==> config.mk <==
export PLATFORM = sky130hd
export DESIGN_NAME = irq_steer_ctrl
export DESIGN_NICKNAME = d
export VERILOG_FILES = /design/src/rtl/irqc_pkg.sv /design/src/rtl/irqc_route.sv /design/src/rtl/irqc_prio_store.sv /design/src/rtl/irq_steer_ctrl.sv
export SDC_FILE = /design/constraint.sdc
export NUM_CORES = 1
export LEC_CHECK = 0
export BUFFER_PORTS_ARGS = -buffer_cell sky130_fd_sc_hd__buf_4
export CORE_UTILIZATION = 30
export DETAILED_ROUTE_END_ITERATION = 8
export PLACE_DENSITY_LB_ADDON = 0.25
export SLEW_MARGIN = 20
export SYNTH_ARGS = -nofsm -noshare
export SYNTH_HDL_FRONTEND = slang
export SYNTH_SLANG_ARGS = --single-unit
==> constraint.sdc <==
create_clock -name clk -period 3.3 [get_ports clk]
set_clock_uncertainty 0.1 [all_clocks]
set_input_delay 0.165 -clock clk [delete_from_list [all_inputs] [get_ports clk]]
set_output_delay 0.165 -clock clk [all_outputs]
set_load 0.1 [all_outputs]
==> src/rtl/irqc_pkg.sv <==
package irqc_pkg;
  // word indices (byte address / 4)
  localparam int WORD_IDLE    = 5;
  localparam int WORD_HP      = 6;
  localparam int WORD_PRIO_LO = 7;
  localparam int BANK1_BASE   = 39;
  localparam int WORD_PRIO_HI = 44;
  localparam int BANK_WORDS   = 5;
  localparam int ID_W         = 6;
  localparam int PRIO_W       = ID_W + 1;

  // order inside each bank group of five words
  typedef enum logic [2:0] {
    VIEW_IRQ   = 3'd0,
    VIEW_MASK  = 3'd1,
    VIEW_STEER = 3'd2,
    VIEW_FIQ   = 3'd3,
    VIEW_RAW   = 3'd4
  } bank_reg_e;
endpackage

==> src/rtl/irqc_route.sv <==
module irqc_route #(
  parameter int NUM_SRC = 40
) (
  input  logic               clk,
  input  logic               rst,
  input  logic [NUM_SRC-1:0] src_lvl,
  input  logic [NUM_SRC-1:0] en,
  input  logic [NUM_SRC-1:0] steer,
  input  logic               idle_all,
  input  logic               core_halted,
  output logic [NUM_SRC-1:0] pend,
  output logic [NUM_SRC-1:0] fiq_act,
  output logic [NUM_SRC-1:0] irq_act,
  output logic               fiq_o,
  output logic               irq_o,
  output logic               wake_o
);
  logic [NUM_SRC-1:0] wake_src;
  logic               seen;

  always_ff @(posedge clk) begin
    if (rst) begin
      pend <= '0;
      seen <= 1'b0;
    end else begin
      pend <= src_lvl;
      seen <= 1'b1;
    end
  end

  always_comb begin
    fiq_act  = pend & en & steer;
    irq_act  = pend & en & ~steer;
    wake_src = pend & (en | {NUM_SRC{idle_all}});
  end

  always_ff @(posedge clk) begin
    if (rst) begin
      fiq_o  <= 1'b0;
      irq_o  <= 1'b0;
      wake_o <= 1'b0;
    end else begin
      fiq_o  <= |fiq_act;
      irq_o  <= |irq_act;
      wake_o <= core_halted & (|wake_src);
    end
  end

  // pending is the level seen at the previous edge
  p_level_follow_r2: assert property (@(posedge clk) disable iff (rst)
    seen |-> pend == $past(src_lvl)) else $error("pending not tracking level");

  // no request without an enabled pending source
  p_gate_r3: assert property (@(posedge clk) disable iff (rst)
    !$past(|(pend & en)) |-> (!fiq_o && !irq_o)) else $error("ungated request");

  // fast line only for fast-steered sources
  p_fiq_steer_r3: assert property (@(posedge clk) disable iff (rst)
    fiq_o |-> $past(|(pend & steer))) else $error("fiq without fast source");

  // wake only follows a halted cycle
  p_wake_halt_r7: assert property (@(posedge clk) disable iff (rst)
    wake_o |-> $past(core_halted)) else $error("wake while running");
endmodule

==> src/rtl/irqc_prio_store.sv <==
module irqc_prio_store #(
  parameter int NUM_SRC = 40,
  parameter int PW      = 7,
  localparam int IDXW   = $clog2(NUM_SRC)
) (
  input  logic                  clk,
  input  logic                  rst,
  input  logic                  we,
  input  logic [IDXW-1:0]       widx,
  input  logic [PW-1:0]         wval,
  input  logic [IDXW-1:0]       ridx,
  output logic [PW-1:0]         rval,
  output logic [NUM_SRC*PW-1:0] flat
);
  logic [PW-1:0]   ent [NUM_SRC];
  logic            last_we;
  logic [IDXW-1:0] last_idx;
  logic [PW-1:0]   last_val;

  always_ff @(posedge clk) begin
    if (rst) begin
      for (int i = 0; i < NUM_SRC; i++) ent[i] <= '0;
    end else if (we) begin
      ent[widx] <= wval;
    end
  end

  assign rval = ent[ridx];

  for (genvar g = 0; g < NUM_SRC; g++) begin : g_flat
    assign flat[g*PW +: PW] = ent[g];
  end

  always_ff @(posedge clk) begin
    if (rst) begin
      last_we  <= 1'b0;
      last_idx <= '0;
      last_val <= '0;
    end else begin
      last_we  <= we;
      last_idx <= widx;
      last_val <= wval;
    end
  end

  // a written entry holds exactly the value presented
  p_prio_store_r8: assert property (@(posedge clk) disable iff (rst)
    last_we |-> ent[last_idx] == last_val) else $error("priority entry lost");
endmodule

==> src/rtl/irq_steer_ctrl.sv <==
module irq_steer_ctrl
  import irqc_pkg::*;
#(
  parameter int NUM_SRC = 40,
  parameter int AW      = 12,
  parameter int DW      = 32
) (
  input  logic                      clk,
  input  logic                      rst,
  input  logic [NUM_SRC-1:0]        src_lvl,
  input  logic                      core_halted,
  input  logic                      wr_en,
  input  logic                      rd_en,
  input  logic [AW-1:0]             addr,
  input  logic [DW-1:0]             wdata,
  output logic [DW-1:0]             rdata,
  input  logic [DW-1:0]             hp_result,
  output logic                      fiq_o,
  output logic                      irq_o,
  output logic                      wake_o,
  output logic [NUM_SRC-1:0]        fiq_active,
  output logic [NUM_SRC-1:0]        irq_active,
  output logic [NUM_SRC*PRIO_W-1:0] prio_flat
);
  localparam int IDXW   = $clog2(NUM_SRC);
  localparam int HI_CNT = NUM_SRC - 32;

  logic [NUM_SRC-1:0] en_q, steer_q, pend;
  logic               idle_all;
  logic               bank_hit, bank_sel, idle_hit, hp_hit, prio_hit, any_hit;
  bank_reg_e          breg;
  logic [IDXW-1:0]    prio_idx;
  logic [PRIO_W-1:0]  prio_rval;
  logic [DW-1:0]      rd_val;

  function automatic logic [DW-1:0] bank_slice(input logic [NUM_SRC-1:0] v,
                                               input logic b);
    logic [DW-1:0] s;
    s = '0;
    for (int k = 0; k < NUM_SRC; k++)
      if ((k / 32) == int'(b)) s[k % 32] = v[k];
    return s;
  endfunction

  // address decode
  always_comb begin
    int w;
    w        = int'(addr[AW-1:2]);
    bank_hit = 1'b0;
    bank_sel = 1'b0;
    breg     = VIEW_IRQ;
    idle_hit = 1'b0;
    hp_hit   = 1'b0;
    prio_hit = 1'b0;
    prio_idx = '0;
    if (addr[1:0] == 2'b00) begin
      if (w < BANK_WORDS) begin
        bank_hit = 1'b1;
        breg     = bank_reg_e'(3'(w));
      end else if (w >= BANK1_BASE && w < BANK1_BASE + BANK_WORDS) begin
        bank_hit = 1'b1;
        bank_sel = 1'b1;
        breg     = bank_reg_e'(3'(w - BANK1_BASE));
      end else if (w == WORD_IDLE) begin
        idle_hit = 1'b1;
      end else if (w == WORD_HP) begin
        hp_hit = 1'b1;
      end else if (w >= WORD_PRIO_LO && w < WORD_PRIO_LO + 32) begin
        prio_hit = 1'b1;
        prio_idx = IDXW'(w - WORD_PRIO_LO);
      end else if (w >= WORD_PRIO_HI && w < WORD_PRIO_HI + HI_CNT) begin
        prio_hit = 1'b1;
        prio_idx = IDXW'(32 + w - WORD_PRIO_HI);
      end
    end
    any_hit = bank_hit | idle_hit | hp_hit | prio_hit;
  end

  // writable state
  always_ff @(posedge clk) begin
    if (rst) begin
      en_q     <= '0;
      steer_q  <= '0;
      idle_all <= 1'b0;
    end else if (wr_en) begin
      if (bank_hit && breg == VIEW_MASK) begin
        for (int k = 0; k < NUM_SRC; k++)
          if ((k / 32) == int'(bank_sel)) en_q[k] <= wdata[k % 32];
      end
      if (bank_hit && breg == VIEW_STEER) begin
        for (int k = 0; k < NUM_SRC; k++)
          if ((k / 32) == int'(bank_sel)) steer_q[k] <= wdata[k % 32];
      end
      if (idle_hit) idle_all <= ~wdata[0];
    end
  end

  irqc_prio_store #(.NUM_SRC(NUM_SRC), .PW(PRIO_W)) u_prio (
    .clk  (clk),
    .rst  (rst),
    .we   (wr_en & prio_hit),
    .widx (prio_idx),
    .wval ({wdata[DW-1], wdata[ID_W-1:0]}),
    .ridx (prio_idx),
    .rval (prio_rval),
    .flat (prio_flat)
  );

  irqc_route #(.NUM_SRC(NUM_SRC)) u_route (
    .clk         (clk),
    .rst         (rst),
    .src_lvl     (src_lvl),
    .en          (en_q),
    .steer       (steer_q),
    .idle_all    (idle_all),
    .core_halted (core_halted),
    .pend        (pend),
    .fiq_act     (fiq_active),
    .irq_act     (irq_active),
    .fiq_o       (fiq_o),
    .irq_o       (irq_o),
    .wake_o      (wake_o)
  );

  // read mux
  always_comb begin
    rd_val = '0;
    if (bank_hit) begin
      case (breg)
        VIEW_IRQ:   rd_val = bank_slice(irq_active, bank_sel);
        VIEW_MASK:  rd_val = bank_slice(en_q, bank_sel);
        VIEW_STEER: rd_val = bank_slice(steer_q, bank_sel);
        VIEW_FIQ:   rd_val = bank_slice(fiq_active, bank_sel);
        VIEW_RAW:   rd_val = bank_slice(pend, bank_sel);
        default:    rd_val = '0;
      endcase
    end else if (idle_hit) begin
      rd_val = {{(DW-1){1'b0}}, ~idle_all};
    end else if (hp_hit) begin
      rd_val = hp_result;
    end else if (prio_hit) begin
      rd_val = {prio_rval[ID_W], {(DW-1-ID_W){1'b0}}, prio_rval[ID_W-1:0]};
    end
  end

  always_ff @(posedge clk) begin
    if (rst)        rdata <= '0;
    else if (rd_en) rdata <= rd_val;
  end

  // undefined or misaligned reads return zero
  p_undef_read_zero_r9: assert property (@(posedge clk) disable iff (rst)
    (!$past(rst) && $past(rd_en) && !$past(any_hit)) |-> rdata == '0)
    else $error("undefined read not zero");

  // idle mask takes the inverse of the written bit
  p_idle_write_r6: assert property (@(posedge clk) disable iff (rst)
    (!$past(rst) && $past(wr_en && idle_hit)) |-> idle_all == !$past(wdata[0]))
    else $error("idle mask write wrong");

  // reset leaves enables and steering cleared
  p_reset_clear_r10: assert property (@(posedge clk) disable iff (rst)
    $past(rst) |-> (en_q == '0 && steer_q == '0 && !idle_all))
    else $error("state not cleared by reset");

  // rdata moves only on a read
  p_rdata_hold_r11: assert property (@(posedge clk) disable iff (rst)
    (!$past(rst) && !$past(rd_en)) |-> $stable(rdata))
    else $error("rdata changed without read");
endmodule

== After elaboration in Yosys (flattened, before gate mapping) ==
Memory sizes are Yosys's and may differ from the RTL's.
Index checks and enable logic that the tools add are counted.
Word-level totals
  output and inout port bits: 395
  word-level logic and storage cells: 259
  RAM bits: 280
  register bits after elaboration: 156
  memories kept: 1
  input bits: 121
Memories
  u_prio.ent: depth 40, bits a word 7, read ports 41, clocked after memory_dff 0, write ports 40, line irqc_prio_store.sv:15  | logic [PW-1:0] ent [NUM_SRC];
Operators by class
  magnitude comparators: 7
  bitwise gates (word level): 11
  add/subtract/negate cells: 4
  reduce and logical (&&, ||, !) cells: 16
  eq/ne operators: 6
  mux-type cells: 204
Operators with widths (number)
  1-bit two-way mux: 187
  40-bit AND: 4
  32-bit one-hot mux with 5 select lines: 1
  32-bit two-way mux: 4
  40-bit OR reduction: 3
  6-bit two-way mux: 8
  40-bit inverter: 1
  40-bit OR: 1
  10-bit by 6-bit less-than comparator with 1-bit output (second input constant): 3
  10-bit by 4-bit equality test with 1-bit output (second input constant): 2
  10-bit by 6-bit >= comparator with 1-bit output (second input constant): 2
  3-bit AND reduction: 4
  10-bit by 3-bit >= comparator with 1-bit output (second input constant): 1
  10-bit by 3-bit less-than comparator with 1-bit output (second input constant): 1
  3-bit two-way mux: 3
  7-bit two-way mux: 1
  7-bit OR reduction: 1
  6-bit adder (first input constant): 1
  3-bit by 2-bit equality test with 1-bit output (second input constant): 2
  6-bit by 3-bit subtractor with 6-bit output (second input constant): 1
  6-bit subtractor (second input constant): 1
  1-bit logical AND: 5
  3-bit by 1-bit equality test with 1-bit output (second input constant): 1
  3-bit equality test (second input constant): 1
  other kinds (6): 9

== Depth between registers and ports, before layout ==
Gate-level depths: netlist of the first run.
  depth in word-level cells: 15
  gate-level depth with buffers: 15
  mapped depth without buffers: 11

== Cells and area by module ==
A second synthesis of the first run with hierarchy kept.
Second synthesis, totals
  cell total of the unflattened synthesis: 2236
  area total of the unflattened synthesis: 28172.0 µm²
By module, submodules not included
  irqc_prio_store: area an instance 19800.2 µm², cells an instance 1180, sequential area each 13452.9 µm², times used 1
  irq_steer_ctrl: area an instance 6312.3 µm², cells an instance 786, sequential area each 2262.2 µm², times used 1
  irqc_route: area an instance 2059.5 µm², cells an instance 270, sequential area each 860.8 µm², times used 1

== Least setup slack after synthesis of the first run ==
Ideal clock, no wire load.
  path type: in2reg
  from: in addr[5]
  to: mem u_prio.ent[9][0] (enable)
  data arrival time: 2.961 ns
  library setup time: 0.371 ns
  stages on the path: 12
  required time: 2.829 ns
  slack: -0.133 ns
  path through: inv_1 -> ha_1 -> buf_2 -> a2111o_1 -> and4_1 -> buf_4 -> mux2i_2 -> nor2_1 -> buf_2 -> nand3_1 -> clkbuf_1 -> o21bai_1
RTL lines
  start, declared: line irq_steer_ctrl.sv:14  | input logic [AW-1:0] addr,
  end, declared: line irqc_prio_store.sv:15

== Worst setup path in the final report of the first run ==
  from: in addr[5]
  to: reg rdata[0]
Between the ends
  word-level cells in the longest chain between the ends: 14
RTL lines
  6-bit adder, or another cell as far along: line irq_steer_ctrl.sv:73  | prio_idx = IDXW'(32 + w - WORD_PRIO_HI);
  6-bit subtractor / 1-bit logical AND (equally long branches): line irq_steer_ctrl.sv:73, irq_steer_ctrl.sv:71
  6-bit two-way mux: line irq_steer_ctrl.sv:71  | end else if (w >= WORD_PRIO_HI && w < WORD_PRIO_HI + HI_CNT) begin
  6-bit two-way mux: line irq_steer_ctrl.sv:68  | end else if (w >= WORD_PRIO_LO && w < WORD_PRIO_LO + 32) begin
  6-bit two-way mux: line irq_steer_ctrl.sv:66  | end else if (w == WORD_HP) begin
  6-bit two-way mux: line irq_steer_ctrl.sv:64  | end else if (w == WORD_IDLE) begin
  6-bit two-way mux: line irq_steer_ctrl.sv:60  | end else if (w >= BANK1_BASE && w < BANK1_BASE + BANK_WORDS) begin
  6-bit two-way mux: line irq_steer_ctrl.sv:57  | if (w < BANK_WORDS) begin
  6-bit two-way mux: line irq_steer_ctrl.sv:56  | if (addr[1:0] == 2'b00) begin
  memory 40 x 7 bit
  32-bit two-way mux: line irq_steer_ctrl.sv:141  | end else if (prio_hit) begin
  32-bit two-way mux: line irq_steer_ctrl.sv:139  | end else if (hp_hit) begin
  32-bit two-way mux: line irq_steer_ctrl.sv:137  | end else if (idle_hit) begin
  32-bit two-way mux (*): line irq_steer_ctrl.sv:128  | if (bank_hit) begin
  end signal, assigned: line irq_steer_ctrl.sv:148  | else if (rd_en) rdata <= rd_val;
  end, declared: line irq_steer_ctrl.sv:16  | output logic [DW-1:0] rdata,
Every way passes the cells marked *; elsewhere a longest branch is shown, timed or not.
A chain may end at the register's enable or synchronous reset.

==> results of run 1 <==
## timing repair
item | CTS | global route
hold buffers | 107 | 0
hold endpoints to repair | 164 | 0
resized for setup | 0 | 1
endpoints found under the setup margin | 0 | 1
buffers inserted | 0 | 0
## metrics by stage
stage	util, %	cells
final	44.0	4827
after detailed placement	40.3	4591
after CTS	44.0	4824
after global routing	44.0	4826
after floorplan	-	2636
after global placement	40.3	4591
## per-layer routing
layer	up-vias	track usage (%)	part of all wire, %
met3	398	7.76	12
li1	11700	-	-
met5	-	0	0.015
met1	13800	41.5	39
met2	2042	46.5	44
met4	4	14.8	5.2
## power by group
group | leakage [nW] | switching, mW | internal, mW
clock | 1.10 | 3.45 | 4.36
combinational | 8.71 | 2.23 | 0.772
sequential | 5.44 | 0.386 | 8.37
total | 15.2 | 6.07 | 13.5
## worst paths after layout
path | to | from | cells after the start | slack (ns)
max | rdata[0]$_SDFFE_PP0P_ | addr[5] | 14 | 0.10
min reg2reg | rdata[14]$_SDFFE_PP0P_ | rdata[14]$_SDFFE_PP0P_ | 2 | 0.38
max reg2reg | rdata[0]$_SDFFE_PP0P_ | rdata[0]$_SDFFE_PP0P_ | 10 | 0.68
min | u_prio.ent[51][3]$_DFFE_PP_ | wdata[3] | 1 | -0.005
## synth_stat cells (all sizes together) (45+ instances only)
| library cell | number | area, µm² |
|---|---|---|
| o21ai | 68 | 340 |
| clkbuf | 123 | 463 |
| dfxtp | 156 | 3120 |
| nor3 | 79 | 410 |
| o22ai | 96 | 601 |
| nor4 | 46 | 318 |
| a21oi | 110 | 551 |
| nor2b | 45 | 282 |
| edfxtp | 448 | 13500 |
| nand2 | 377 | 1420 |
| buf | 72 | 399 |
| and3 | 78 | 488 |
| nor2 | 461 | 1730 |
## flip-flops by register name, indices dropped and copies added, names as in the netlist
| signal | flops |
|---|---|
| en_q | 40 |
| idle_all | 1 |
| rdata | 32 |
| steer_q | 40 |
| u_prio.ent | 448 |
| u_route.fiq_o | 1 |
| u_route.irq_o | 1 |
| u_route.pend | 40 |
| u_route.wake_o | 1 |
## cell families after synthesis
group | synth area share (%)
buf+inv | 3.25
fa+ha+maj | 0.363
xor+xnor | 0.186
simple gates | 19.5
flops | 60.2
mux | 2.14
compound gates | 14.3
## critical path, delay by kind of cell
family	cells	cell delay, ns
AO/OA/AOI/OAI	6	1.86
adder cells (fa/ha/maj)	1	0.16
buffers and inverters	4	0.63
AND/OR/NAND/NOR	3	0.83
## final cells by class
type / count / area [µm²]
well taps: 1176 / 1470
repair buffers: 1081 / 9280
flip-flops and latches: 604 / 16600
diodes: 3 / 7.51
clock inverters: 37 / 439
clock buffers: 89 / 1840
fillers: 8561 / 50600
inverters: 9 / 33.8
multi-input cells: 1828 / 10200
## cell usage in the layout (no fill, tap or decap), types with 30 or more instances in the layout
cell and instances:
sky130_fd_sc_hd__nor2_1 461, sky130_fd_sc_hd__a21oi_1 109, sky130_fd_sc_hd__nor4_1 44, sky130_fd_sc_hd__dlygate4sd3_1 107
sky130_fd_sc_hd__nor2b_1 45, sky130_fd_sc_hd__buf_12 71, sky130_fd_sc_hd__edfxtp_1 448, sky130_fd_sc_hd__and3_1 78
sky130_fd_sc_hd__nand3_1 30, sky130_fd_sc_hd__dfxtp_1 156, sky130_fd_sc_hd__buf_4 902, sky130_fd_sc_hd__clkbuf_16 70
sky130_fd_sc_hd__nand2_1 374, sky130_fd_sc_hd__a221oi_1 39, sky130_fd_sc_hd__a21o_1 35, sky130_fd_sc_hd__o21ai_0 64
sky130_fd_sc_hd__o22ai_1 96, sky130_fd_sc_hd__nor3_1 74
==> run metrics, run 1 <==
die width 305 µm; EDFF count, synth 448; clock buffers created by TritonCTS 70; number of rows in the core area 110; Power Density 492 nW/µm²; number of H-tree branching levels 3; synthesis-to-finish area growth 44.5%; Floorplan Core Area 90,400 µm²; number of global-route vias before repair 26,400; post-synth design cell area 27,500 µm²; Final Routed Wirelength 149,000 µm; synthesized area divided by synthesized cell count 10.4 µm²; critical path data arrival time 3.67 ns; Worst slew margin 41.8%; Post-Synthesis Net Count 2,765; overall power after layout 19.6 mW; cell repeated most along the worst path sky130_fd_sc_hd__buf_4; layout cell share with drive strength beyond 1 31.3%; sequential cell area fraction in the yosys report 60.2%; Setup crit end kind flop; clock sink count 604; Most used DFF post-synth sky130_fd_sc_hd__edfxtp_1; number of cells produced by synthesis 2,636; highest achievable clock rate 313 MHz; IO Port Bufs 515; wire length per cell after detailed routing 30.8 µm; max-slew violation count 0; area of the die 93,000 µm²; final-layout worst hold slack -0.00458 ns; Period Utilization, post-route 96.8%; total of flip-flops plus latches after synthesis 604; leakage power figure 15.2 nW; largest fanout of any net on the critical path 18; failing checks negative hold slack; CTS tree built; GRT Overall Usage 30.9%; CTS max path bufs 3; post-detailed-route DRC marker count 0; first-pass GRT wire length 204,000 µm; number of antenna violations at the first check in global routing 6; IO Pins 516; number of routed nets with antenna violations 0; critical path cell sequence buf_4, inv_1, ha_1, or3b_2, o211a_1, buf_4, nand4_2, buf_4, nor2_1, a2111oi_0, o211ai_1, o32ai_1, o22ai_1, o31ai_2; count of distinct cell types in the synthesized netlist 91; clock period minus final worst setup slack 3.20 ns; count of nets after finishing 3,723; detailed placer's ending HPWL 114,000 µm; RSZ-0062 raised after global routing false; via-per-instance ratio 5.80; clock network latency to the later pin of the worst-skew pair 0.65 ns; pin count of the biggest net entering global routing 134; final number of hold-violating endpoints 1; overall overflow remaining after global route 0; path class of the lowest-slack min-delay path in -> reg; iteration count of the initial detailed-routing pass 6; Initial Utilization 30.5%; asr flop ratio synth 0%; Max-Cap Viols 0; placement-stage cell area 36,400 µm²; slew at the pin with the worst max-slew slack 0.870 ns; number of warnings printed during yosys synthesis 0; worst supply voltage drop on vdd 0.377 mV; result of the run complete, but fails checks; Setup TNS 0 ns; pre-CTS WS -0.537 ns; worst setup path class in -> reg; biggest cell delay along the critical path 0.49 ns; critical path's slowest cell sky130_fd_sc_hd__or3b_2; Worst Setup Start Kind primary input; required time of the critical path 3.77 ns; drt first-iter violations 4,208; fin area 39,800 µm²; via count 28,000; PnR worst setup slack 0.105 ns; final setup fails 0; root buffer selected by CTS sky130_fd_sc_hd__clkbuf_16; global placement routability congestion 1.05; CTS clk-pin slew, worst paths 0.07 ns; overall die height 305 µm
Note: power is estimated with default switching activity, not from simulation.
==> inputs of run 2 (changes only) <==
--- a/config.mk
+++ b/config.mk
@@ -8,6 +8,7 @@
 export BUFFER_PORTS_ARGS = -buffer_cell sky130_fd_sc_hd__buf_4
 export CORE_UTILIZATION = 30
 export DETAILED_ROUTE_END_ITERATION = 8
+export HOLD_SLACK_MARGIN = 0.1
 export PLACE_DENSITY_LB_ADDON = 0.25
 export SLEW_MARGIN = 20
 export SYNTH_ARGS = -nofsm -noshare
==> run metrics, run 2 (synthesis results as in run 1) <==
result of the run completed (was complete, but fails checks); Max-Cap Viols 0 (unchanged); number of setup buffers added after CTS 0 (unchanged); root buffer selected by CTS sky130_fd_sc_hd__clkbuf_16 (unchanged); critical path data arrival time 3.67 ns (about the same); via count 28,300 (was 28,000); number of antenna violations at the first check in global routing 7 (was 6); number of rows in the core area 110 (unchanged); overall overflow remaining after global route 0 (unchanged); pin count of the biggest net entering global routing 134 (unchanged); CTS tree built (unchanged); count of nets after finishing 3,743 (was 3,723); detailed placer's ending HPWL 114,000 µm (unchanged); post-detailed-route DRC marker count 0 (unchanged); number of H-tree branching levels 3 (unchanged); flop-to-flop setup slack 0.71 ns (was 0.68 ns); worst supply voltage drop on vdd 0.380 mV (was 0.377 mV); wire length per cell after detailed routing 30.9 µm (was 30.8 µm); final number of hold-violating endpoints 0 (was 1); IO Port Bufs 515 (unchanged); layout cell share with drive strength beyond 1 31.4% (was 31.3%); register name with the most flops u_prio.ent (unchanged); clock sink count 604 (unchanged); max-slew violation count 0 (unchanged); Initial Utilization 30.5% (unchanged); clock network latency to the later pin of the worst-skew pair 0.64 ns (was 0.65 ns); most common cell after layout, fill and taps aside sky130_fd_sc_hd__buf_4 (unchanged); area of the die 93,000 µm² (unchanged); Power Density 489 nW/µm² (was 492 nW/µm²); slew at the pin with the worst max-slew slack 0.911 ns (was 0.870 ns); worst setup path class in -> reg (unchanged); synthesis-to-finish area growth 45.4% (was 44.5%); clock buffers created by TritonCTS 70 (unchanged); number of global-route vias before repair 26,500 (was 26,400); final-layout worst hold slack 0.158 ns (was -0.00458 ns); highest-count cells in the layout ignoring fill and taps 902 x sky130_fd_sc_hd__buf_4, 460 x sky130_fd_sc_hd__nor2_1, 448 x sky130_fd_sc_hd__edfxtp_1 (was 902 x sky130_fd_sc_hd__buf_4, 461 x sky130_fd_sc_hd__nor2_1, 448 x sky130_fd_sc_hd__edfxtp_1); highest achievable clock rate 314 MHz (was 313 MHz); Floorplan Core Area 90,400 µm² (unchanged); global placement routability congestion 1.05 (unchanged); first-pass GRT wire length 205,000 µm (was 204,000 µm); largest fanout of any net on the critical path 17 (was 18); max FFs per register 448 (unchanged); Worst Setup Start Kind primary input (unchanged); final setup fails 0 (unchanged); Period Utilization, post-route 96.5% (was 96.8%); GRT Overall Usage 31.0% (was 30.9%); Worst slew margin 39.0% (was 41.8%); iteration count of the initial detailed-routing pass 7 (was 6); IO Pins 516 (unchanged); die width 305 µm (unchanged); CTS max path bufs 3 (unchanged); number of routed nets with antenna violations 0 (unchanged); path class of the lowest-slack min-delay path in -> reg (unchanged); clock period minus final worst setup slack 3.18 ns (was 3.20 ns); Setup crit end kind flop (unchanged); CTS clk-pin slew, worst paths 0.06 ns (was 0.07 ns); count of filler cells inserted in the layout 8,535 (was 8,561); drt first-iter violations 4,164 (was 4,208); leakage power figure 15.4 nW (was 15.2 nW); via-per-instance ratio 5.85 (was 5.80); overall die height 305 µm (unchanged); share of the core filled with cells in the final layout 44.3% (was 44.0%); Final Routed Wirelength 150,000 µm (was 149,000 µm); required time of the critical path 3.79 ns (was 3.77 ns)
## run 2: changes by cell type in the layout (fill, tap and decap cells not counted), sizes merged
cell / delta
dlygate4sd3: +20
diode: +1
## run 2: worst max-delay path: stages
cell and delay [ns]:
sky130_fd_sc_hd__buf_4 0.13, sky130_fd_sc_hd__buf_4 0.19, sky130_fd_sc_hd__ha_1 0.24, sky130_fd_sc_hd__or3b_1 0.37, sky130_fd_sc_hd__buf_4 0.15, sky130_fd_sc_hd__or4_4 0.43, sky130_fd_sc_hd__a311oi_2 0.28, sky130_fd_sc_hd__buf_4 0.17
sky130_fd_sc_hd__buf_12 0.16, sky130_fd_sc_hd__nand2_1 0.06, sky130_fd_sc_hd__o21ai_0 0.08, sky130_fd_sc_hd__a21oi_1 0.08, sky130_fd_sc_hd__nor2b_1 0.11, sky130_fd_sc_hd__o21ai_0 0.09, sky130_fd_sc_hd__buf_4 0.16, sky130_fd_sc_hd__a211oi_2 0.21
sky130_fd_sc_hd__dlygate4sd3_1 0.57
## run 2: worst paths after layout
check	from	end	depth (start not counted)
worst min register to register	rdata[22]$_SDFFE_PP0P_	rdata[22]$_SDFFE_PP0P_	2
worst max register to register	rdata[0]$_SDFFE_PP0P_	rdata[0]$_SDFFE_PP0P_	10
worst min-delay path	addr[7]	idle_all$_SDFFE_PP0P_	6
worst max-delay path	addr[4]	rdata[18]$_SDFFE_PP0P_	17
## run 2: layout make-up
cell class | instances | area (µm²) | area share [%]
clock inverters | 37 | 439 | 1.10
clock buffers | 89 | 1840 | 4.60
repair buffers | 1101 | 9480 | 23.7
multi-input cells | 1828 | 10200 | 25.5
inverters | 9 | 33.8 | 0.0844
well taps | 1176 | 1470 | 3.67
flip-flops and latches | 604 | 16600 | 41.4
diodes | 4 | 10.0 | 0.0250
## run 2: power by group
group	switching, mW	leakage [nW]	internal [mW]
Combinational	2.24	8.84	0.786
Sequential	0.390	5.44	8.37
Clock	3.44	1.10	4.36
Total	6.07	15.4	13.5
## run 2: metrics by stage
stage          instances   TNS, ns  worst slack, ns  total power [mW]  cell area, µm²
5_1_grt             4846  -0.00859         -0.00671              20.0           40000
6_report            4848         0            0.115              19.6           40000
4_1_cts             4845         0           0.0216              19.6           40000
3_3_place_gp        4591    -57.44           -0.539              11.8           36400
3_5_place_dp        4591    -50.73           -0.537              11.8           36400
2_1_floorplan       2636     -6.24           -0.133              10.5           27500
## run 2: metal layers
metal	vias up	global-route usage, %	part of all wire, %
met5	-	0	0.027
met4	6	15.0	5.4
li1	11800	-	-
met2	2096	46.6	44
met1	14000	41.5	39
met3	434	7.89	12
## run 2: repair_timing
| item | in CTS | in global routing |
|---|---|---|
| hold buffers | 128 | 0 |
| resized for setup | 0 | 12 |
| endpoints found under the hold margin | 308 | 0 |
| setup endpoints to repair | 0 | 14 |
